**src/rtl/manchester_pkg.sv**
```systemverilog
package manchester_pkg;

  typedef enum logic [1:0] {
    S_IDLE,
    S_CAND,
    S_LOCK
  } dec_state_t;

  // Line level for one sample of a cell: first half carries the inverse.
  function automatic logic cell_level(input logic en, input logic data,
                                      input logic second_half);
    return en & (second_half ? data : ~data);
  endfunction

endpackage

```
**src/rtl/manchester_enc.sv**
```systemverilog
module manchester_enc #(
  parameter int OSR = 16
) (
  input  logic clk,
  input  logic rst_n,
  input  logic tx_en,
  input  logic tx_nrz,
  output logic tx_line
);
  import manchester_pkg::*;

  localparam int HALF = OSR / 2;
  localparam int PW   = $clog2(OSR);

  logic [PW-1:0] ph;
  logic          cell_en;
  logic          cell_bit;
  logic          cell_start;

  assign cell_start = (ph == PW'(OSR - 1));

  always_ff @(posedge clk or negedge rst_n) begin
    if (!rst_n) begin
      ph       <= '0;
      cell_en  <= 1'b0;
      cell_bit <= 1'b0;
    end else begin
      ph <= cell_start ? '0 : ph + 1'b1;
      if (cell_start) begin
        cell_en  <= tx_en;
        cell_bit <= tx_nrz;
      end
    end
  end

  assign tx_line = cell_level(cell_en, cell_bit, ph >= PW'(HALF));

  // an enabled cell always toggles at its middle
  a_r1_mid_toggle: assert property (@(posedge clk) disable iff (!rst_n)
    (cell_en && ph == PW'(HALF - 1)) |=> (tx_line != $past(tx_line)));

  // a cell sampled with enable low stays low
  a_r2_idle_low: assert property (@(posedge clk) disable iff (!rst_n)
    (cell_start && !tx_en) |=> !tx_line);

endmodule

```
**src/rtl/manchester_rx_sync.sv**
```systemverilog
module manchester_rx_sync (
  input  logic clk,
  input  logic rst_n,
  input  logic line_in,
  output logic line_lvl,
  output logic line_edge
);
  logic meta, sync, prev;

  always_ff @(posedge clk or negedge rst_n) begin
    if (!rst_n) begin
      meta <= 1'b0;
      sync <= 1'b0;
      prev <= 1'b0;
    end else begin
      meta <= line_in;
      sync <= meta;
      prev <= sync;
    end
  end

  assign line_lvl  = sync;
  assign line_edge = sync ^ prev;

endmodule

```
**src/rtl/manchester_dec.sv**
```systemverilog
module manchester_dec #(
  parameter int OSR = 16
) (
  input  logic clk,
  input  logic rst_n,
  input  logic line_lvl,
  input  logic line_edge,
  output logic rx_clk,
  output logic rx_nrz,
  output logic rx_carrier
);
  import manchester_pkg::*;

  localparam int HALF = OSR / 2;
  localparam int WIN  = (3 * OSR) / 4;
  localparam int LOST = (3 * OSR) / 2;
  localparam int CW   = $clog2(LOST + 1);

  dec_state_t    st;
  logic [CW-1:0] cnt;
  logic          in_win, start_ev, acc_ev, lost_ev;

  assign in_win   = (cnt >= CW'(WIN));
  assign start_ev = line_edge && (st == S_IDLE);
  assign acc_ev   = line_edge && (st != S_IDLE) && in_win;
  assign lost_ev  = (st != S_IDLE) && !acc_ev && (cnt == CW'(LOST - 1));

  always_ff @(posedge clk or negedge rst_n) begin
    if (!rst_n) begin
      st     <= S_IDLE;
      cnt    <= CW'(LOST - 1);
      rx_nrz <= 1'b0;
    end else if (start_ev) begin
      st  <= S_CAND;
      cnt <= '0;
    end else if (acc_ev) begin
      st     <= S_LOCK;
      cnt    <= '0;
      rx_nrz <= line_lvl;
    end else if (lost_ev) begin
      st <= S_IDLE;
    end else if (st != S_IDLE) begin
      cnt <= cnt + 1'b1;
    end
  end

  assign rx_carrier = (st == S_LOCK);
  assign rx_clk     = rx_carrier && (cnt < CW'(HALF));

  // carrier rises only on an edge seen while holding a candidate
  a_r4_rise_on_edge: assert property (@(posedge clk) disable iff (!rst_n)
    $rose(rx_carrier) |-> ($past(line_edge) && $past(st == S_CAND)));

  // edges inside the boundary zone leave the data untouched
  a_r5_ignore_early: assert property (@(posedge clk) disable iff (!rst_n)
    (line_edge && st != S_IDLE && cnt < CW'(WIN)) |=> $stable(rx_nrz));

  // timeout with no edge drops carrier
  a_r6_timeout_drop: assert property (@(posedge clk) disable iff (!rst_n)
    (rx_carrier && cnt == CW'(LOST - 1) && !line_edge) |=> !rx_carrier);

  // recovered clock is quiet once carrier is gone
  a_r7_clk_quiet: assert property (@(posedge clk) disable iff (!rst_n)
    $fell(rx_carrier) |-> !rx_clk);

  // each recovered clock pulse follows a line edge
  a_r3_clk_from_edge: assert property (@(posedge clk) disable iff (!rst_n)
    $rose(rx_clk) |-> $past(line_edge));

endmodule

```
**src/rtl/manchester_endec.sv**
```systemverilog
module manchester_endec #(
  parameter int OSR = 16
) (
  input  logic clk,
  input  logic rst_n,
  input  logic tx_en,
  input  logic tx_nrz,
  output logic tx_line,
  input  logic rx_line,
  output logic rx_clk,
  output logic rx_nrz,
  output logic rx_carrier
);
  logic line_lvl, line_edge;

  manchester_enc #(.OSR(OSR)) u_enc (
    .clk     (clk),
    .rst_n   (rst_n),
    .tx_en   (tx_en),
    .tx_nrz  (tx_nrz),
    .tx_line (tx_line)
  );

  manchester_rx_sync u_sync (
    .clk       (clk),
    .rst_n     (rst_n),
    .line_in   (rx_line),
    .line_lvl  (line_lvl),
    .line_edge (line_edge)
  );

  manchester_dec #(.OSR(OSR)) u_dec (
    .clk        (clk),
    .rst_n      (rst_n),
    .line_lvl   (line_lvl),
    .line_edge  (line_edge),
    .rx_clk     (rx_clk),
    .rx_nrz     (rx_nrz),
    .rx_carrier (rx_carrier)
  );

  // outputs quiet right after reset release
  a_r9_reset_quiet: assert property (@(posedge clk)
    $rose(rst_n) |-> (!tx_line && !rx_clk && !rx_carrier));

endmodule

```
**config.mk**
```make
export PLATFORM = sky130hd
export DESIGN_NAME = manchester_endec
export DESIGN_NICKNAME = d
export VERILOG_FILES = /design/src/rtl/manchester_pkg.sv /design/src/rtl/manchester_enc.sv /design/src/rtl/manchester_rx_sync.sv /design/src/rtl/manchester_dec.sv /design/src/rtl/manchester_endec.sv
export SDC_FILE = /design/constraint.sdc
export NUM_CORES = 1
export LEC_CHECK = 0
export ABC_AREA = 1
export BUFFER_PORTS_ARGS = -buffer_cell sky130_fd_sc_hd__buf_4
export CORE_UTILIZATION = 50
export CTS_CLUSTER_SIZE = 16
export DETAILED_ROUTE_END_ITERATION = 7
export PLACE_DENSITY = 0.74
export SYNTH_ARGS = -nofsm -noshare
export SYNTH_HDL_FRONTEND = slang
export SYNTH_HIERARCHICAL = 1
export SYNTH_SLANG_ARGS = --single-unit
```
**constraint.sdc**
```tcl
create_clock -name clk -period 1.2 [get_ports clk]
set_clock_uncertainty 0.1 [all_clocks]
set_input_delay 0.24 -clock clk [delete_from_list [all_inputs] [get_ports clk]]
set_output_delay 0.24 -clock clk [all_outputs]
set_load 0.01 [all_outputs]
```
; ---- After elaboration in Yosys (flattened, before gate mapping)
; Index checks and enable logic that the tools add are counted.
[totals]
inputBits = 5
ff_bits = 17
word_cells = 44
[classes]
addsub = 2
n_bitwise = 4
reduce_logical = 13
eq_ne = 4
n_lt_le_gt_ge = 3
mux = 9
[ops]
columns = cell, n
row1 = $mux 5, 4
row2 = $logic_and 1x1->1, 6
row3 = $mux 2, 3
row4 = $reduce_bool 3->1, 2
row5 = $add 5x1->5 const B, 1
row6 = $eq 5x5->1 const B, 1
row7 = $ge 5x4->1 const B, 1
row8 = $lt 5x4->1 const B, 1
row9 = $add 4x1->4 const B, 1
row10 = $eq 4x4->1 const B, 1
row11 = $ge 4x4->1 const B, 1
row12 = $mux 4, 1
row13 = $reduce_and 2->1, 2
row14 = $ne 3x1->1 const B, 1
row15 = $eq 2x2->1 const B, 1
row16 = $logic_not 2->1, 1
row17 = $not 1->1, 2
row18 = $reduce_bool 2->1, 1
row19 = $and 1x1->1, 1
row20 = $logic_not 1->1, 1
row21 = $mux 1, 1
row22 = $xor 1x1->1, 1

; ---- Depth between registers and ports, before layout
; Gate-level depths: netlist of the first run.
[depth]
word_depth = 9
mapped_depth = 8
depth_no_buf = 8

; ---- Modules after synthesis
; The synthesis of the first run kept the hierarchy.
[modules_own_cells]
columns = mod, seq_area_each_um2, instances, area_each_um2, cells_each
row1 = manchester_dec, 205.2, 1, 509.2, 66
row2 = manchester_enc, 150.1, 1, 276.5, 30
row3 = manchester_rx_sync, 75.1, 1, 93.8, 8

; ---- Worst setup path after synthesis of the first run
; No wires, ideal clock.
[synth_timing]
kind = register to register
from = reg u_dec.cnt[0]
to = reg u_dec.cnt[3]
stages_incl_launch_ff = 8
setup_slack_ps = -179
t_required_ps = 1035
arrival_ps = 1214
cell_sequence = dfstp_2 ha_1 nand2_1 nor2_4 nand2_2 nand2_2 nand2_1 nand2_1
[synth_between]
elab_chain_cells = 7
[synth_rtl]
columns = element, line
row1 = start: declaration, manchester_dec.sv:20  ; logic [CW-1:0] cnt;
row2 = start signal: assignment, manchester_dec.sv:31  ; cnt <= CW'(LOST - 1);
row3 = start signal: assignment, manchester_dec.sv:43  ; cnt <= cnt + 1'b1;
row4 = $ge 5x4->1, manchester_dec.sv:23  ; assign in_win = (cnt >= CW'(WIN));
row5 = $logic_and 1x1->1, manchester_dec.sv:25  ; assign acc_ev = line_edge && (st != S_IDLE) && in_win;
row6 = $logic_not 1->1, manchester_dec.sv:26  ; assign lost_ev = (st != S_IDLE) && !acc_ev && (cnt == CW'(LOST - 1));
row7 = $logic_and 1x1->1 (2 in a row), manchester_dec.sv:26
row8 = $ne 3x1->1 (no line), -
row9 = $reduce_and 2->1 (no line), -
; Parallel ways exist; a longest one is shown, timed or not. The select of a mux whose other input is x is not followed.
; A chain may end at the register's enable or synchronous reset.

; ---- Worst setup path in the final report of the first run
[layout_timing]
from = reg u_dec.cnt[4]
to = out rx_clk
[layout_between]
elab_chain_cells = 2
[layout_rtl]
columns = element, line
row1 = $lt 5x4->1, manchester_dec.sv:48  ; assign rx_clk = rx_carrier && (cnt < CW'(HALF));
row2 = $logic_and 1x1->1, manchester_dec.sv:48
row3 = end: declaration, manchester_endec.sv:10  ; output logic rx_clk,
; Every way passes these cells.

==> results of run 1 <==
[Yosys cell counts, types with 2 or more instances]
cell and number:
sky130_fd_sc_hd__nor2_1 10, sky130_fd_sc_hd__o21ai_1 4, sky130_fd_sc_hd__dfstp_2 4, sky130_fd_sc_hd__dfrtp_1 13, sky130_fd_sc_hd__nand2_2 4, sky130_fd_sc_hd__nand3_1 4
sky130_fd_sc_hd__xor2_1 3, sky130_fd_sc_hd__ha_1 4, sky130_fd_sc_hd__o21ai_0 2, sky130_fd_sc_hd__inv_1 16, sky130_fd_sc_hd__nand2_1 32
[state kept, by name, indices dropped and copies added, names as in the netlist]
signal,flops
u_dec/cnt,5
u_sync/prev,1
u_enc/cell_bit,1
u_sync/line_lvl,1
u_dec/st,2
u_enc/ph,4
u_sync/meta,1
u_enc/cell_en,1
u_dec/rx_nrz,1
[cell type report]
| class | count | share of cell area (%) |
|---|---|---|
| inverters | 17 | 5.21 |
| clock inverters | 1 | 0.393 |
| repair buffers | 27 | 18.1 |
| flip-flops and latches | 17 | 33.9 |
| clock buffers | 3 | 1.77 |
| well taps | 16 | 1.57 |
| multi-input cells | 70 | 39.1 |
[through the flow]
step | TNS [ps] | cells | utilization, %
after floorplan | -658 | 104 | -
final | -2470 | 151 | 80.8
after global routing | -3190 | 151 | 80.8
after CTS | -2240 | 148 | 73.7
after detailed placement | -1180 | 137 | 66.3
after global placement | -978 | 137 | 66.3
[final timing paths]
kind,from,to,cells after the start
setup / recovery,u_dec/cnt[4]$_DFFE_PN1P_,rx_clk,3
hold / removal,tx_en,u_enc/cell_en$_DFFE_PN0N_,3
setup reg to reg,u_dec/cnt[4]$_DFFE_PN1P_,u_dec/cnt[1]$_DFFE_PN1P_,9
hold reg to reg,u_sync/meta$_DFF_PN0_,u_sync/line_lvl$_DFF_PN0_,0
max in group asynchronous,rst_n,u_dec/cnt[1]$_DFFE_PN1P_,2
min in group asynchronous,rst_n,u_sync/meta$_DFF_PN0_,2
[tightest hold or removal path: stages]
cell	delay, ps
sky130_fd_sc_hd__buf_4	100
sky130_fd_sc_hd__inv_1	40
sky130_fd_sc_hd__o21ai_1	60
[repair_timing]
item | in CTS | in global routing
hold endpoints to repair | 18 | 0
pin swaps | 10 | 6
setup buffers | 5 | 3
hold buffers | 2 | 0
gates resized for setup | 11 | 26
endpoints found under the setup margin | 11 | 13
[layer usage]
layer | share of wire, % | global-route usage [%]
met5 | 0 | 0
met4 | 0.50 | 7.27
met3 | 2.7 | 5.00
met2 | 54 | 40.0
met1 | 43 | 27.1
[logic make-up (layout without fill, tap and decap cells)]
logic type	count (synthesis)	in the layout	synth area share (%)
flip-flops	17	17	48.9
AO/OA/AOI/OAI	7	7	5.26
XOR/XNOR	4	4	3.98
adder cells (fa/ha/maj)	4	4	5.69
AND/OR/NAND/NOR	55	55	28.9
buffers and inverters	17	48	7.25
[power by group through the flow]
stage / logic, mW / registers, mW / clock network [mW]
floorplan: 0.511 / 0.861 / 0
global placement: 0.853 / 0.836 / 0
detailed placement: 0.866 / 0.843 / 0
CTS: 0.996 / 0.835 / 0.321
global route: 1.35 / 0.861 / 0.349
finish: 1.22 / 0.844 / 0.314
==> qor.log, run 1 <==
[status] result of the run finished, violations left
[status] violated checks negative setup slack
[worst_setup_path] critical path endpoint category output pin
[cts] clock buffer depth 2
[detailed_routing] first-iteration detailed-routing DRC count 22
[sta] worst hold slack after final layout 81.8 ps
[worst_setup_path] WS Path Type register to output pin
[worst_setup_path] maximum single-stage delay on the critical path 400 ps
[place] IO buf count 8
[pwr] Net Sw Power 0.954 mW
[global_routing] vias in the first global route 738
[global_routing] overall overflow remaining after global route 0
[layout] highest-count cells in the layout ignoring fill and taps 23 x sky130_fd_sc_hd__nand2_1, 19 x sky130_fd_sc_hd__buf_4, 12 x sky130_fd_sc_hd__inv_1, 12 x sky130_fd_sc_hd__dfrtp_1, 8 x sky130_fd_sc_hd__nand2_2
[synth] register bit total from synthesis 17
[global_routing] antenna violations before repair 0
[floorplan] number of rows created at floorplan 14
[global_routing] wire length of the first global-routing pass 3130 um
[synth] proportion of netlist area held by the largest area contributor 37.0%
[layout] post-route cell area 1270 um^2
[cts] CTS root buffer sky130_fd_sc_hd__clkbuf_4
[sta] Pins Over Slew Limit 0
[synth] number of synthesized flops with an enable pin 0
[layout] # fillers 101
[layout] share of layout cells above drive strength 1 48.1%
[worst_setup_path] cell-by-cell listing of the critical path buf_6 -> nor4_4 -> buf_4
[pwr] proportion of power drawn by flip-flops and latches 35.4%
[layout] area occupied by multi-input gates 498 um^2
[sta] time the worst path needs with I/O delays and setup 1570 ps
[layout] area delta synth->final 44.8%
[layout] most common cell after layout, fill and taps aside sky130_fd_sc_hd__nand2_1
[pwr] total power 2.38 mW
[detailed_routing] length of the first detailed-routing pass in iterations 4
[sta] worst-margin pin slew 215 ps
[pwr] share of total power in the clock network 13.2%
[worst_setup_path] cell family with most CP delay flip-flops
[synth] number of standard cells after synthesis 104
[cts] clock tree from TritonCTS yes
[cts] H-tree levels 1
[place] gpl congestion 0.861
[cts] number of buffers added by the clock tree synthesis step 3
[detailed_routing] average via count per standard cell 4.83
[synth] largest area contributor in the synthesized netlist sky130_fd_sc_hd__dfrtp_1
[place] dpl cell area 1040 um^2
[detailed_routing] via count 729
[detailed_routing] DR WL/cell 11.9 um
[place] HPWL Detailed 1080 um
[synth] Post-Synthesis Mean Instance Area 8.46 um^2
[floorplan] full die area 1930 um^2
[synth] cell types occupying the most area after synthesis sky130_fd_sc_hd__dfrtp_1 37%, sky130_fd_sc_hd__nand2_1 14%, sky130_fd_sc_hd__dfstp_2 12%
[worst_setup_path] slowest stage cell, crit path sky130_fd_sc_hd__dfstp_2
[synth] Primary FF master, synth sky130_fd_sc_hd__dfrtp_1
[pwr] fraction of power consumed by combinational cells 51.4%
[synth] Syn Std Cell Area 880 um^2
[pwr] Max VDD drop 1410 uV
[floorplan] DIE HEIGHT 43.9 um
[layout] area taken by flip-flops and latches 432 um^2
[worst_setup_path] arrival time worst endpoint 1230 ps
[pwr] leakage 0.642 nW
[worst_setup_path] worst path bufs/invs 2
[detailed_routing] number of remaining DRC errors 0
[synth] share of synthesized flip-flops with an asynchronous set or reset 100%
[cts] post-CTS clock slew at the launch and capture registers of the worst setup and hold paths 110 ps
[floorplan] initial core utilization 55.8%
[sta] final worst path period share 131%
[worst_setup_path] crit path max fanout 2
[synth] sequential fraction of the synthesis area 48.9%
[place] pre-CTS setup slack -157 ps
[synth] number of distinct library cells after synthesis 19
[global_routing] pin count of the biggest net entering global routing 18
[sta] final hold vios 0
[worst_setup_path] R2R setup slack -240 ps
[sta] setup repair after global routing missed its margin yes
[cts] clock net sink count 17
[floorplan] Chip Width 43.9 um
[layout] fin nets 145
[synth] net count after synthesis 113
[detailed_routing] antenna-violating nets left 0
[layout] antenna fix cells 0
[job] Max Cap Viol 0
[sta] final number of setup-violating endpoints 11
[floorplan] CORE AREA 1580 um^2
[worst_setup_path] Critical Path Source Type register
[sta] final worst slack -366 ps
[cts] clock insertion delay at the later pin of the skew report 300 ps
[pwr] proportion of total power due to net switching 40.1%
[detailed_routing] final wirelength 1800 um
[sta] remaining max-slew budget at the tightest pin 85.6%
[worst_hold_path] Hold Path Class input pin to register
[pwr] internal power component 1.43 mW
[sta] max frequency 638 MHz
[synth] Synthesis Warnings 6
[worst_setup_path] worst path required time 860 ps
[pwr] power density over cell area 1870 nW/um^2
[global_routing] Tot GR Track Use 22.6%
[floorplan] Top-Level Pins 9
No activity file was read; power rests on OpenSTA's default activity.
==> run 2, diff against run 1 <==
--- a/config.mk
+++ b/config.mk
@@ -10,7 +10,9 @@
 export CORE_UTILIZATION = 50
 export CTS_CLUSTER_SIZE = 16
 export DETAILED_ROUTE_END_ITERATION = 7
+export GPL_TIMING_DRIVEN = 0
 export PLACE_DENSITY = 0.74
+export SKIP_LAST_GASP = 1
 export SYNTH_ARGS = -nofsm -noshare
 export SYNTH_HDL_FRONTEND = slang
 export SYNTH_HIERARCHICAL = 1
==> run 2 against run 1 <==
Compared with the run above: the flow still finishes with violations (negative setup slack); design area decreased by 5.0%; sequential power decreased by 0.9%; via count decreased by 3.2%; clock power about the same; flip-flop and latch count unchanged; cell count decreased by 4.0%; maximum frequency increased by 8.9%; core utilization decreased by 4.0 points; highest routed layer unchanged.
==> qor.log, run 2 (synthesized netlist as in run 1, its figures left out) <==
[status] result of the run finished, violations left
[status] violated checks negative setup slack
[worst_setup_path] worst path bufs/invs 1
[layout] # fillers 116
[global_routing] pin count of the biggest net entering global routing 18
[detailed_routing] DR WL/cell 10.4 um
[floorplan] initial core utilization 55.8%
[layout] Biggest register u_dec/cnt
[cts] H-tree levels 1
[global_routing] Tot GR Track Use 19.8%
[floorplan] DIE HEIGHT 43.9 um
[layout] area delta synth->final 37.6%
[layout] post-layout util 76.7%
[sta] final worst slack -239 ps
[place] HPWL Detailed 957 um
[sta] time the worst path needs with I/O delays and setup 1440 ps
[layout] antenna fix cells 0
[global_routing] antenna violations before repair 0
[pwr] power density over cell area 1830 nW/um^2
[place] pre-CTS setup slack -198 ps
[worst_setup_path] cells on worst reg2reg path 9
[worst_setup_path] maximum single-stage delay on the critical path 400 ps
[pwr] internal power component 1.33 mW
[detailed_routing] length of the first detailed-routing pass in iterations 4
[sta] Pins Over Slew Limit 0
[sta] final number of setup-violating endpoints 11
[cts] clock insertion delay at the later pin of the skew report 290 ps
[sta] worst-margin pin slew 270 ps
[pwr] Max VDD drop 1000 uV
[worst_hold_path] number of stages on the worst hold path 3
[pwr] proportion of power drawn by flip-flops and latches 37.8%
[worst_setup_path] arrival time worst endpoint 1100 ps
[layout] max reg flops 5
[cts] clock net sink count 17
[layout] fin nets 139
[floorplan] full die area 1930 um^2
[cts] CTS root buffer sky130_fd_sc_hd__clkbuf_4
[detailed_routing] average via count per standard cell 4.87
[floorplan] Chip Width 43.9 um
[sta] setup repair after global routing missed its margin yes
[cts] post-CTS clock slew at the launch and capture registers of the worst setup and hold paths 100 ps
[pwr] share of total power in the clock network 14.1%
[pwr] Net Sw Power 0.881 mW
[worst_setup_path] slowest stage cell, crit path sky130_fd_sc_hd__dfrtp_1
[pwr] proportion of total power due to net switching 39.9%
[worst_setup_path] cell family with most CP delay flip-flops
[worst_setup_path] cell-by-cell listing of the critical path nor4_2 -> buf_4
[worst_setup_path] crit path max fanout 2
[layout] post-route cell area 1210 um^2
[layout] most common cell after layout, fill and taps aside sky130_fd_sc_hd__nand2_1
[cts] number of buffers added by the clock tree synthesis step 3
[detailed_routing] antenna-violating nets left 0
[sta] final worst path period share 120%
[layout] share of layout cells above drive strength 1 45.0%
[global_routing] vias in the first global route 692
[sta] remaining max-slew budget at the tightest pin 81.9%
[worst_setup_path] critical path endpoint category output pin
[sta] final hold vios 0
[detailed_routing] first-iteration detailed-routing DRC count 12
[pwr] leakage 0.614 nW
[worst_setup_path] worst path required time 860 ps
[floorplan] CORE AREA 1580 um^2
[place] IO buf count 8
[place] dpl cell area 977 um^2
[global_routing] overall overflow remaining after global route 0
[sta] max frequency 695 MHz
[detailed_routing] number of remaining DRC errors 0
[job] Max Cap Viol 0
[layout] biggest regs u_dec/cnt: 5 flops, u_enc/ph: 4 flops, u_dec/st: 2 flops
[global_routing] wire length of the first global-routing pass 2720 um
[cts] clock buffer depth 2
[layout] highest-count cells in the layout ignoring fill and taps 22 x sky130_fd_sc_hd__nand2_1, 16 x sky130_fd_sc_hd__buf_4, 13 x sky130_fd_sc_hd__inv_1, 12 x sky130_fd_sc_hd__dfrtp_1
[cts] clock tree from TritonCTS yes
[detailed_routing] final wirelength 1510 um
[worst_setup_path] WS Path Type register to output pin
[pwr] fraction of power consumed by combinational cells 48.1%
[worst_setup_path] CP Depth 2
[worst_setup_path] Critical Path Source Type register
[floorplan] Top-Level Pins 9
[place] gpl congestion 0.800
[worst_hold_path] Hold Path Class input pin to register
[floorplan] number of rows created at floorplan 14
[detailed_routing] via count 706
==> run 2: worst paths after layout <==
path                                              start                         end  slack, ps
worst max-delay path            u_dec/st[0]$_DFFE_PN0P_                      rx_clk       -240
worst min-delay path                             tx_nrz  u_enc/cell_bit$_DFFE_PN0N_         80
worst max register to register  u_dec/st[0]$_DFFE_PN0P_    u_dec/cnt[3]$_DFFE_PN0P_       -200
worst min register to register    u_sync/meta$_DFF_PN0_   u_sync/line_lvl$_DFF_PN0_        260
max in group asynchronous                         rst_n    u_dec/cnt[2]$_DFFE_PN1P_        510
min in group asynchronous                         rst_n       u_enc/ph[0]$_DFF_PN0_        230
==> run 2: stage by stage <==
step           hold WS [ps]  TNS [ps]  power [mW]  std cells
2_1_floorplan          -156      -658        1.37        104
3_3_place_gp           12.0     -1210        1.51        128
3_5_place_dp           14.5     -1370        1.54        128
4_1_cts                74.8     -1810        2.07        143
5_1_grt                87.5     -2730        2.39        145
6_report               82.7     -1910        2.21        145
==> run 2: per-layer routing <==
metal | track usage (%) | part of all wire [%] | up-vias
li1 | - | - | 367
met1 | 22.6 | 47 | 328
met2 | 33.7 | 49 | 9
met3 | 5.00 | 2.2 | 2
met4 | 10.9 | 1.3 | 0
met5 | 0 | 0 | -
==> run 2: worst min-delay path: stages <==
cell and delay (ps):
sky130_fd_sc_hd__buf_4 110, sky130_fd_sc_hd__inv_1 40, sky130_fd_sc_hd__o21ai_1 60
==> run 2: cell type report <==
class	instances	area [um^2]	share of cell area [%]
Sequential cell	17	432	35.7
Clock inverter	1	7.51	0.620
Multi-Input combinational cell	70	490	40.5
Inverter	17	63.8	5.27
Timing Repair Buffer	21	174	14.4
Tap cell	16	20.0	1.65
Clock buffer	3	22.5	1.86
==> run 2: power groups by stage <==
stage / registers [mW] / clock network, mW / logic (mW)
after detailed placement: 0.889 / 0 / 0.648
after global placement: 0.882 / 0 / 0.633
after floorplan: 0.861 / 0 / 0.511
after CTS: 0.829 / 0.325 / 0.912
final: 0.836 / 0.311 / 1.06
after global routing: 0.844 / 0.358 / 1.18
==> run 2: repair_timing <==
item / in CTS / in global routing
resized for setup: 9 / 21
pin swaps: 13 / 11
cloned: 0 / 0
hold buffers: 2 / 0
hold endpoints to repair: 18 / 0
setup buffers: 9 / 2
endpoints found under the setup margin: 11 / 14
